## src/rtl/sram_seq_pkg.sv

```systemverilog
package sram_seq_pkg;
  typedef enum logic [1:0] {
    MODE_BYTE = 2'd0,
    MODE_PAGE = 2'd1,
    MODE_SEQ  = 2'd2,
    MODE_RSVD = 2'd3
  } burst_mode_e;
endpackage

```

## src/rtl/sram_seq_adv.sv

```systemverilog
// Address advance rule: page mode wraps the offset field, sequential mode
// carries across pages and wraps at the bank top, byte mode holds.
module sram_seq_adv
  import sram_seq_pkg::*;
#(
  parameter int OFF_W  = 9,
  parameter int PAGE_W = 10,
  localparam int LA_W  = OFF_W + PAGE_W
) (
  input  burst_mode_e      mode,
  input  logic [LA_W-1:0]  addr_i,
  output logic [LA_W-1:0]  addr_o
);
  logic [OFF_W-1:0] off_inc;

  assign off_inc = addr_i[OFF_W-1:0] + 1'b1;

  always_comb begin
    unique case (mode)
      MODE_PAGE: addr_o = {addr_i[LA_W-1:OFF_W], off_inc};
      MODE_SEQ:  addr_o = addr_i + 1'b1;
      default:   addr_o = addr_i;
    endcase
  end
endmodule

```

## src/rtl/sram_seq_ctrl.sv

```systemverilog
// Burst state, pointer and strobe generation.
module sram_seq_ctrl
  import sram_seq_pkg::*;
#(
  parameter int OFF_W  = 9,
  parameter int PAGE_W = 10,
  parameter int DATA_W = 8,
  localparam int LA_W  = OFF_W + PAGE_W
) (
  input  logic              clk,
  input  logic              rst_n,
  input  logic              sel_n,
  input  logic              cmd_valid,
  input  logic [1:0]        cmd_mode,
  input  logic              cmd_write,
  input  logic [LA_W:0]     cmd_addr,
  input  logic              byte_stb,
  input  logic [DATA_W-1:0] byte_wdata,
  output logic              mem_bank,
  output logic [LA_W-1:0]   mem_addr,
  output logic              mem_we,
  output logic [DATA_W-1:0] mem_wdata,
  output logic              mem_re
);
  burst_mode_e       cmd_mode_e;
  burst_mode_e       mode_q, mode_d;
  logic              active_q, active_d;
  logic              wr_q, wr_d;
  logic              bank_q, bank_d;
  logic [LA_W-1:0]   ptr_q, ptr_d;
  logic [LA_W-1:0]   addr_q, addr_d;
  logic [DATA_W-1:0] wdata_q, wdata_d;
  logic              we_q, we_d;
  logic              re_q, re_d;
  logic              st_en;
  burst_mode_e       adv_mode;
  logic [LA_W-1:0]   adv_in, adv_out;

  assign cmd_mode_e = burst_mode_e'(cmd_mode);
  assign adv_mode   = cmd_valid ? cmd_mode_e : mode_q;
  assign adv_in     = cmd_valid ? cmd_addr[LA_W-1:0] : ptr_q;

  sram_seq_adv #(.OFF_W(OFF_W), .PAGE_W(PAGE_W)) u_adv (
    .mode   (adv_mode),
    .addr_i (adv_in),
    .addr_o (adv_out)
  );

  // State registers move only when something can change them.
  assign st_en = sel_n | cmd_valid | byte_stb;

  always_comb begin
    active_d = active_q;
    mode_d   = mode_q;
    wr_d     = wr_q;
    bank_d   = bank_q;
    ptr_d    = ptr_q;
    addr_d   = addr_q;
    wdata_d  = wdata_q;
    we_d     = 1'b0;
    re_d     = 1'b0;
    if (sel_n) begin
      active_d = 1'b0;
    end else if (cmd_valid) begin
      if (cmd_mode_e == MODE_RSVD) begin
        active_d = 1'b0;
      end else begin
        active_d = 1'b1;
        mode_d   = cmd_mode_e;
        wr_d     = cmd_write;
        bank_d   = cmd_addr[LA_W];
        if (cmd_write) begin
          ptr_d = cmd_addr[LA_W-1:0];
        end else begin
          addr_d = cmd_addr[LA_W-1:0];
          re_d   = 1'b1;
          ptr_d  = adv_out;
        end
      end
    end else if (byte_stb && active_q) begin
      if (wr_q) begin
        addr_d  = ptr_q;
        wdata_d = byte_wdata;
        we_d    = 1'b1;
        ptr_d   = adv_out;
        if (mode_q == MODE_BYTE) active_d = 1'b0;
      end else if (mode_q == MODE_BYTE) begin
        active_d = 1'b0;
      end else begin
        addr_d = ptr_q;
        re_d   = 1'b1;
        ptr_d  = adv_out;
      end
    end
  end

  always_ff @(posedge clk or negedge rst_n) begin
    if (!rst_n) begin
      active_q <= 1'b0;
      mode_q   <= MODE_BYTE;
      wr_q     <= 1'b0;
      bank_q   <= 1'b0;
      ptr_q    <= '0;
      addr_q   <= '0;
      wdata_q  <= '0;
    end else if (st_en) begin
      active_q <= active_d;
      mode_q   <= mode_d;
      wr_q     <= wr_d;
      bank_q   <= bank_d;
      ptr_q    <= ptr_d;
      addr_q   <= addr_d;
      wdata_q  <= wdata_d;
    end
  end

  always_ff @(posedge clk or negedge rst_n) begin
    if (!rst_n) begin
      we_q <= 1'b0;
      re_q <= 1'b0;
    end else begin
      we_q <= we_d;
      re_q <= re_d;
    end
  end

  assign mem_bank  = bank_q;
  assign mem_addr  = addr_q;
  assign mem_we    = we_q;
  assign mem_wdata = wdata_q;
  assign mem_re    = re_q;

  // the two strobes are exclusive
  a_r6_strobe_excl: assert property (@(posedge clk) disable iff (!rst_n)
    !(mem_we && mem_re));

  // select high leaves no strobe in the next cycle
  a_r9_select_stop: assert property (@(posedge clk) disable iff (!rst_n)
    sel_n |=> !(mem_we || mem_re));

  // a byte-mode write closes its burst
  a_r2_byte_single: assert property (@(posedge clk) disable iff (!rst_n)
    (mem_we && mode_q == MODE_BYTE) |-> !active_q);

  // bank held while a burst runs without a new command
  a_r5_bank_hold: assert property (@(posedge clk) disable iff (!rst_n)
    (active_q && !cmd_valid) |=> $stable(mem_bank));
endmodule

```

## src/rtl/sram_seq_rdret.sv

```systemverilog
// Read return path: one-cycle valid with a bank-steered data mux.
module sram_seq_rdret #(
  parameter int DATA_W = 8
) (
  input  logic              clk,
  input  logic              rst_n,
  input  logic              mem_re,
  input  logic              mem_bank,
  input  logic [DATA_W-1:0] ping_rdata,
  input  logic [DATA_W-1:0] pong_rdata,
  output logic              rd_valid,
  output logic [DATA_W-1:0] rd_data
);
  logic vld_q;
  logic bank_q;

  always_ff @(posedge clk or negedge rst_n) begin
    if (!rst_n) begin
      vld_q <= 1'b0;
    end else begin
      vld_q <= mem_re;
    end
  end

  always_ff @(posedge clk or negedge rst_n) begin
    if (!rst_n) begin
      bank_q <= 1'b0;
    end else if (mem_re) begin
      bank_q <= mem_bank;
    end
  end

  assign rd_valid = vld_q;
  assign rd_data  = bank_q ? pong_rdata : ping_rdata;

  // every read strobe is answered in the next cycle
  a_r8_rd_follows: assert property (@(posedge clk) disable iff (!rst_n)
    mem_re |=> rd_valid);
endmodule

```

## src/rtl/sram_burst_seq.sv

```systemverilog
module sram_burst_seq #(
  parameter int OFF_W  = 9,
  parameter int PAGE_W = 10,
  parameter int DATA_W = 8,
  localparam int LA_W  = OFF_W + PAGE_W
) (
  input  logic              clk,
  input  logic              rst_n,
  input  logic              sel_n,
  input  logic              cmd_valid,
  input  logic [1:0]        cmd_mode,
  input  logic              cmd_write,
  input  logic [LA_W:0]     cmd_addr,
  input  logic              byte_stb,
  input  logic [DATA_W-1:0] byte_wdata,
  input  logic [DATA_W-1:0] ping_rdata,
  input  logic [DATA_W-1:0] pong_rdata,
  output logic              mem_bank,
  output logic [LA_W-1:0]   mem_addr,
  output logic              mem_we,
  output logic [DATA_W-1:0] mem_wdata,
  output logic              mem_re,
  output logic              rd_valid,
  output logic [DATA_W-1:0] rd_data
);
  logic [1:0] rst_sync_q;
  logic       rst_s;

  // Asynchronous assertion, synchronous release.
  always_ff @(posedge clk or negedge rst_n) begin
    if (!rst_n) begin
      rst_sync_q <= 2'b00;
    end else begin
      rst_sync_q <= {rst_sync_q[0], 1'b1};
    end
  end
  assign rst_s = rst_sync_q[1];

  sram_seq_ctrl #(.OFF_W(OFF_W), .PAGE_W(PAGE_W), .DATA_W(DATA_W)) u_ctrl (
    .clk        (clk),
    .rst_n      (rst_s),
    .sel_n      (sel_n),
    .cmd_valid  (cmd_valid),
    .cmd_mode   (cmd_mode),
    .cmd_write  (cmd_write),
    .cmd_addr   (cmd_addr),
    .byte_stb   (byte_stb),
    .byte_wdata (byte_wdata),
    .mem_bank   (mem_bank),
    .mem_addr   (mem_addr),
    .mem_we     (mem_we),
    .mem_wdata  (mem_wdata),
    .mem_re     (mem_re)
  );

  sram_seq_rdret #(.DATA_W(DATA_W)) u_rdret (
    .clk        (clk),
    .rst_n      (rst_s),
    .mem_re     (mem_re),
    .mem_bank   (mem_bank),
    .ping_rdata (ping_rdata),
    .pong_rdata (pong_rdata),
    .rd_valid   (rd_valid),
    .rd_data    (rd_data)
  );
endmodule

```

## config.mk

```make
export PLATFORM = sky130hd
export DESIGN_NAME = sram_burst_seq
export DESIGN_NICKNAME = d
export VERILOG_FILES = /design/src/rtl/sram_seq_pkg.sv /design/src/rtl/sram_seq_adv.sv /design/src/rtl/sram_seq_ctrl.sv /design/src/rtl/sram_seq_rdret.sv /design/src/rtl/sram_burst_seq.sv
export SDC_FILE = /design/constraint.sdc
export NUM_CORES = 1
export LEC_CHECK = 0
export ABC_AREA = 1
export BUFFER_PORTS_ARGS = -buffer_cell sky130_fd_sc_hd__buf_2
export CAP_MARGIN = 20
export CORE_ASPECT_RATIO = 0.9
export CORE_UTILIZATION = 54
export CTS_CLUSTER_DIAMETER = 40
export DETAILED_ROUTE_END_ITERATION = 6
export HOLD_SLACK_MARGIN = 0.12
export PLACE_DENSITY = 0.81
export SYNTH_ARGS = -nofsm -noshare
export SYNTH_HDL_FRONTEND = slang
export SYNTH_HIERARCHICAL = 1
export SYNTH_SLANG_ARGS = --single-unit
```

## constraint.sdc

```tcl
create_clock -name clk -period 2.2 [get_ports clk]
set_input_delay 0.44 -clock clk [delete_from_list [all_inputs] [get_ports clk]]
set_output_delay 0.44 -clock clk [all_outputs]
set_load 0.01 [all_outputs]
```

After elaboration in Yosys (flattened, before gate mapping)
Index checks and enable logic that the tools add are counted.
{"block": "totals", "ff_bits": 57, "latch_bits": 0, "ram_bits": 0, "romBits": 0, "in_bits": 52, "n_memories": 0}
{"block": "op_classes", "addsub": 2, "multipliers": 0, "n_div": 0, "n_lt_le_gt_ge": 0, "eq_ne": 6, "shift": 0, "muxes": 32, "n_bitwise": 5, "n_reduce_logical": 10}
{"op": "$mux 19", "count": 13}
{"op": "$pmux 19 s2", "count": 1}
{"op": "$add 19x1->19 const B", "count": 1}
{"op": "$mux 1", "count": 16}
{"op": "$reduce_and 5->1", "count": 2}
{"op": "$add 9x1->9 const B", "count": 1}
{"op": "$mux 8", "count": 1}
{"op": "$reduce_and 6->1", "count": 1}
{"op": "$reduce_bool 3->1", "count": 2}
{"op": "$eq 2x2->1 const B", "count": 2}
{"op": "$ne 2x2->1 const B", "count": 2}
{"op": "$reduce_and 4->1", "count": 1}
{"op": "$ne 3x2->1 const B", "count": 1}
{"op": "$not 1->1", "count": 3}
{"op": "$reduce_and 3->1", "count": 1}
{"op": "$eq 2x1->1 const B", "count": 1}
{"op": "$logic_not 2->1", "count": 1}
{"op": "$mux 2", "count": 1}
{"op": "$or 1x1->1", "count": 2}
{"op": "$reduce_bool 2->1", "count": 1}
{"op": "$logic_and 1x1->1", "count": 1}

Longest topological paths before layout
{"block": "logic_depth", "ltp_word": 7, "ltp_mapped": 16, "depth_no_buf": 15}

Cells and area by module
The synthesis kept the hierarchy.
{"mod": "sram_seq_ctrl", "n_inst": 1, "cells_each": 371, "area_per_inst_um2": 2741.4}
{"mod": "sram_seq_adv", "n_inst": 1, "cells_each": 150, "area_per_inst_um2": 733.2}
{"mod": "sram_seq_rdret", "n_inst": 1, "cells_each": 32, "area_per_inst_um2": 170.2}
{"mod": "sram_burst_seq", "n_inst": 1, "cells_each": 3, "area_per_inst_um2": 53.8}

Worst setup path before layout
No wires, ideal clock.
{"block": "synth_timing", "kind": "input to register", "startpoint": "in cmd_valid", "endpoint": "reg u_ctrl.ptr_q[5]", "t_arrival_ns": 2.068, "required_time_ns": 2.077, "setup_slack_ns": 0.009, "cell_stages": 13, "n_path_buf": 2, "path_cell_list": "buf_6 > buf_2 > o21ai_0 > inv_1 > ha_1 > nor2_1 > nand2_1 > inv_1 > nor3_1 > nand2_1 > nand2_1 > nand2_1 > nand2_1"}
{"block": "synth_via", "elab_chain_cells": 7, "word_cells_on_any_way": 19}
{"element": "from (decl)", "line_no": "sram_burst_seq.sv:10", "text": "input logic cmd_valid,"}
{"element": "$mux 2 *", "line_no": "sram_seq_ctrl.sv:40", "text": "assign adv_mode = cmd_valid ? cmd_mode_e : mode_q;"}
{"element": "net u_ctrl.adv_mode[0]", "line_no": "sram_seq_ctrl.sv:36", "text": "burst_mode_e adv_mode;"}
{"element": "$eq 2x2->1 / $eq 2x1->1 (equally long branches)", "line_no": "sram_seq_adv.sv:19", "text": "unique case (mode)"}
{"element": "$pmux 19 s2 *", "line_no": "sram_seq_adv.sv:19"}
{"element": "net u_ctrl.adv_out[5]", "line_no": "sram_seq_ctrl.sv:37", "text": "logic [LA_W-1:0] adv_in, adv_out;"}
{"element": "$mux 19", "line_no": "sram_seq_ctrl.sv:87", "text": "end else if (mode_q == MODE_BYTE) begin"}
{"element": "$mux 19", "line_no": "sram_seq_ctrl.sv:81", "text": "if (wr_q) begin"}
{"element": "$mux 19", "line_no": "sram_seq_ctrl.sv:80", "text": "end else if (byte_stb && active_q) begin"}
{"element": "$mux 19 *", "line_no": "sram_seq_ctrl.sv:64", "text": "end else if (cmd_valid) begin"}
{"element": "to (signal assigned)", "line_no": "sram_seq_ctrl.sv:111", "text": "ptr_q <= ptr_d;"}
{"element": "to (decl)", "line_no": "sram_seq_ctrl.sv:30", "text": "logic [LA_W-1:0] ptr_q, ptr_d;"}
Mark *: on every way through the listed nets, which the timed path passes. The rest lies on a longest branch. The select of a mux whose other input is x is not followed.
A chain may end at the register's enable or synchronous reset.

Final worst setup path
{"block": "layout_timing", "startpoint": "reg u_ctrl.mode_q[0]", "endpoint": "reg u_ctrl.ptr_q[6]"}
{"block": "layout_via", "elab_chain_cells": 7, "word_cells_on_any_way": 13}
{"element": "from (decl)", "line_no": "sram_seq_ctrl.sv:26", "text": "burst_mode_e mode_q, mode_d;"}
{"element": "from (signal assigned)", "line_no": "sram_seq_ctrl.sv:108", "text": "mode_q <= mode_d;"}
{"element": "$mux 2 *", "line_no": "sram_seq_ctrl.sv:40"}
{"element": "net u_ctrl.adv_mode[0]", "line_no": "sram_seq_ctrl.sv:36"}
{"element": "$eq 2x2->1 / $eq 2x1->1 (equally long branches)", "line_no": "sram_seq_adv.sv:19"}
{"element": "$pmux 19 s2 *", "line_no": "sram_seq_adv.sv:19"}
{"element": "net u_ctrl.adv_out[6]", "line_no": "sram_seq_ctrl.sv:37"}
{"element": "$mux 19", "line_no": "sram_seq_ctrl.sv:87"}
{"element": "$mux 19", "line_no": "sram_seq_ctrl.sv:81"}
{"element": "$mux 19", "line_no": "sram_seq_ctrl.sv:80"}
{"element": "$mux 19 *", "line_no": "sram_seq_ctrl.sv:64"}
Marks and branches as above.

==> flow_summary.json <==
{
  "worstPathCellList": "inv_1, o21ai_1, inv_1, ha_1, nor2_2, nand2_1, nor2_1, o21ai_0, a21oi_1, nand2_1, nand2_1, nand2_1, nand2_1",
  "dieHeight_um": 80.5,
  "cts_root_buffer": "clkbuf_8",
  "min_period_ns": 1.93,
  "synth-seq-cells": 57,
  "fill_cells": 561,
  "status": "finished, final reports clean",
  "final_cells": 785,
  "utilization_pct": 72.1,
  "dp_hpwl_mm": 8.01,
  "clkTransAtPathRegs_ns": 0.07,
  "synth_area_mm2": 0.00370,
  "via_count": 4035,
  "setup_slack_ns": 0.270,
  "p_total_w": 0.00344,
  "finClkSkew_ns": 0.0133,
  "final_layout_size_suffix_gt1_share_pct": 27.3,
  "synth-edff-count": 0,
  "io_pins": 91,
  "p_int_w": 0.00220,
  "io_buffers": 90,
  "slew_headroom_pct": 60.4,
  "firstDrtPassIters": 5,
  "seq_area_frac_synth_pct": 38.6,
  "initial_utilization_pct": 56.2,
  "ir_drop_mv": 0.499,
  "critPathBufInv": 2,
  "clock-sinks": 57,
  "critPathKind": "reg2reg",
  "share_comb_of_total_power_pct": 34.6,
  "cts_buffers": 9,
  "wl_mm": 10.5,
  "num_rows": 28,
  "synthFlopType": "dfrtp_1",
  "worstPathRequired_ns": 2.47,
  "drt-wirelength-per-cell_um": 13.4,
  "viasPerCell": 5.14,
  "htree_num_levels": 3,
  "path_max_fanout": 5,
  "seqPwrFrac_pct": 40.1,
  "p_leak_nw": 2.77,
  "grt_overflow": 0,
  "p_sw_w": 0.00124,
  "fin_crit_sh_pct": 87.7,
  "yosysUniqueCellTypes": 28,
  "die-width_um": 89.2,
  "worst_pin_slew_ns": 0.594,
  "async_reset_ff_share_pct": 100,
  "avgSynthCellArea_um2": 6.65,
  "final_antenna_net_count": 0,
  "grt_pass1_vias": 3538,
  "drv_slew": 0,
  "swShare_pct": 36.0,
  "insertion_delay_ns": 0.33,
  "place_inst": 769,
  "clkPwrFrac_pct": 25.3,
  "gp_congestion": 0.987,
  "syn-num-nets": 611,
  "power_density_mw_per_mm2": 724,
  "grt_pass1_wl_mm": 16.7,
  "hold_path_class": "reg2async",
  "drt_iter0_drc": 291,
  "critPathArrivalTime_ns": 2.20,
  "dieArea_mm2": 0.00718,
  "max_freq_ghz": 0.518,
  "crit_path_end_kind": "flop",
  "cpMaxStageDelayCell": "ha_1",
  "antenna_found_initial": 0,
  "grt_use_total_pct": 30.3,
  "setup_viol": 0,
  "syn_inst": 556,
  "cp-start-kind": "flop",
  "cts_tree": "built",
  "antenna_cells": 0,
  "drc": 0,
  "areaGrowthSynthToFinish_pct": 28.4,
  "path_delay_family": "simple AND/OR/NAND/NOR gates",
  "maxCapViolCount": 0,
  "crit_top_cell": "nand2_1",
  "grt_max_degree": 34,
  "reg2reg_from": "u_ctrl/mode_q[0]",
  "yosys_warnings": 6,
  "crit_path_start": "u_ctrl/mode_q[0]",
  "max_stage_delay_ns": 0.38,
  "core_mm2": 0.00659,
  "hold_viol": 0,
  "place_ws_ns": -0.152,
  "fin_nets": 746,
  "rsz0062_at_grt": "no",
  "whs_ns": 0.279,
  "ctsLongestPathBuffers": 2
}
synth_stat cells (4+ instances only):
master,n,area (um2)
a21oi_1,11,55.1
buf_2,12,60.1
buf_6,6,67.6
dfrtp_1,57,1430
inv_1,24,90.1
inv_2,5,18.8
nand2_1,284,1070
nand3_1,40,200
nand4_1,19,119
nor2_1,27,101
nor2_2,6,37.5
nor3_1,4,20.0
o21ai_0,25,125
o21ai_1,4,20.0
o21bai_1,7,52.6
metrics by stage:
stage / instance area (um2) / setup TNS, ns
after detailed placement: 4550 / -1.53
after CTS: 4740 / 0
final: 4750 / 0
after floorplan: 3700 / 0
after global routing: 4750 / 0
after global placement: 4550 / -1.23
cell type report:
type	instances	area (um2)	share of cell area [%]
multi-input cells	447	2020	42.5
well taps	90	113	2.37
clock buffers	12	155	3.27
repair buffers	147	910	19.2
inverters	29	109	2.29
flip-flops and latches	57	1430	30.1
clock inverters	3	17.5	0.369
flip-flops by register name, indices dropped and copies added (netlist names):
name / flops
rst_sync_q: 2
u_ctrl/active_q: 1
u_ctrl/mem_addr: 19
u_ctrl/mem_bank: 1
u_ctrl/mem_re: 1
u_ctrl/mem_wdata: 8
u_ctrl/mem_we: 1
u_ctrl/mode_q: 2
u_ctrl/ptr_q: 19
u_ctrl/wr_q: 1
u_rdret/bank_q: 1
u_rdret/rd_valid: 1
final timing paths:
check                                 endpoint  cells after the start  slack, ns
setup / recovery               u_ctrl/ptr_q[6]                     13       0.27
min in group clk           u_ctrl/mem_wdata[7]                      3       0.31
hold / removal                u_ctrl/ptr_q[15]                      0       0.28
hold reg to reg               u_ctrl/ptr_q[15]                      0       0.28
max in group asynchronous  u_ctrl/mem_addr[12]                      1       1.33
setup reg to reg               u_ctrl/ptr_q[6]                     13       0.27
per-layer routing:
metal	track usage [%]	up-vias	part of all wire, %
met1	44.8	1816	48
li1	-	2042	-
met4	7.94	0	0.93
met3	5.24	11	6.4
met2	45.3	166	45
met5	0	-	0
repair_timing:
action / CTS / global route
setup buffers: 0 / 0
hold buffers: 1 / 0
setup endpoints to repair: 0 / 17
endpoints found under the hold margin: 2 / 0
gates resized for setup: 0 / 5
power groups by stage:
| stage | registers, W | clock network [W] | logic, W |
|---|---|---|---|
| after CTS | 0.00137 | 0.000882 | 0.00118 |
| after detailed placement | 0.00139 | 0 | 0.00117 |
| after floorplan | 0.00143 | 0 | 0.000626 |
| after global placement | 0.00138 | 0 | 0.00114 |
| after global routing | 0.00140 | 0.000927 | 0.00133 |
| final | 0.00138 | 0.000869 | 0.00119 |
kinds of logic (layout without fill, tap and decap cells):
logic type | count (synthesis) | count (layout) | synth area share (%)
and+or+nand+nor | 394 | 394 | 45.9
DFF | 57 | 57 | 38.6
other | 1 | 1 | 0.101
AOI/OAI and AO/OA | 48 | 48 | 7.07
xor gates and xnor gates | 1 | 1 | 0.237
buffers and inverters | 52 | 191 | 7.10
adders and majority gates | 3 | 3 | 1.01
placed cells by master (no fill, tap or decap), types with 3 or more instances in the layout:
cell type | Yosys | routed
inv_1 | 24 | 24
a21oi_1 | 11 | 11
nor2_2 | 6 | 8
o21bai_1 | 7 | 7
inv_2 | 5 | 5
nand2_2 | 3 | 4
ha_1 | 3 | 3
clkbuf_8 | 0 | 11
dfrtp_1 | 57 | 56
buf_2 | 12 | 90
o21ai_0 | 25 | 24
nand2_1 | 284 | 283
nand4_1 | 19 | 19
o21ai_1 | 4 | 5
nand3_1 | 40 | 40
nor2_1 | 27 | 25
nand2_4 | 3 | 3
nor3_1 | 4 | 4
buf_4 | 2 | 53
Note: power is estimated with default switching activity, not from simulation.
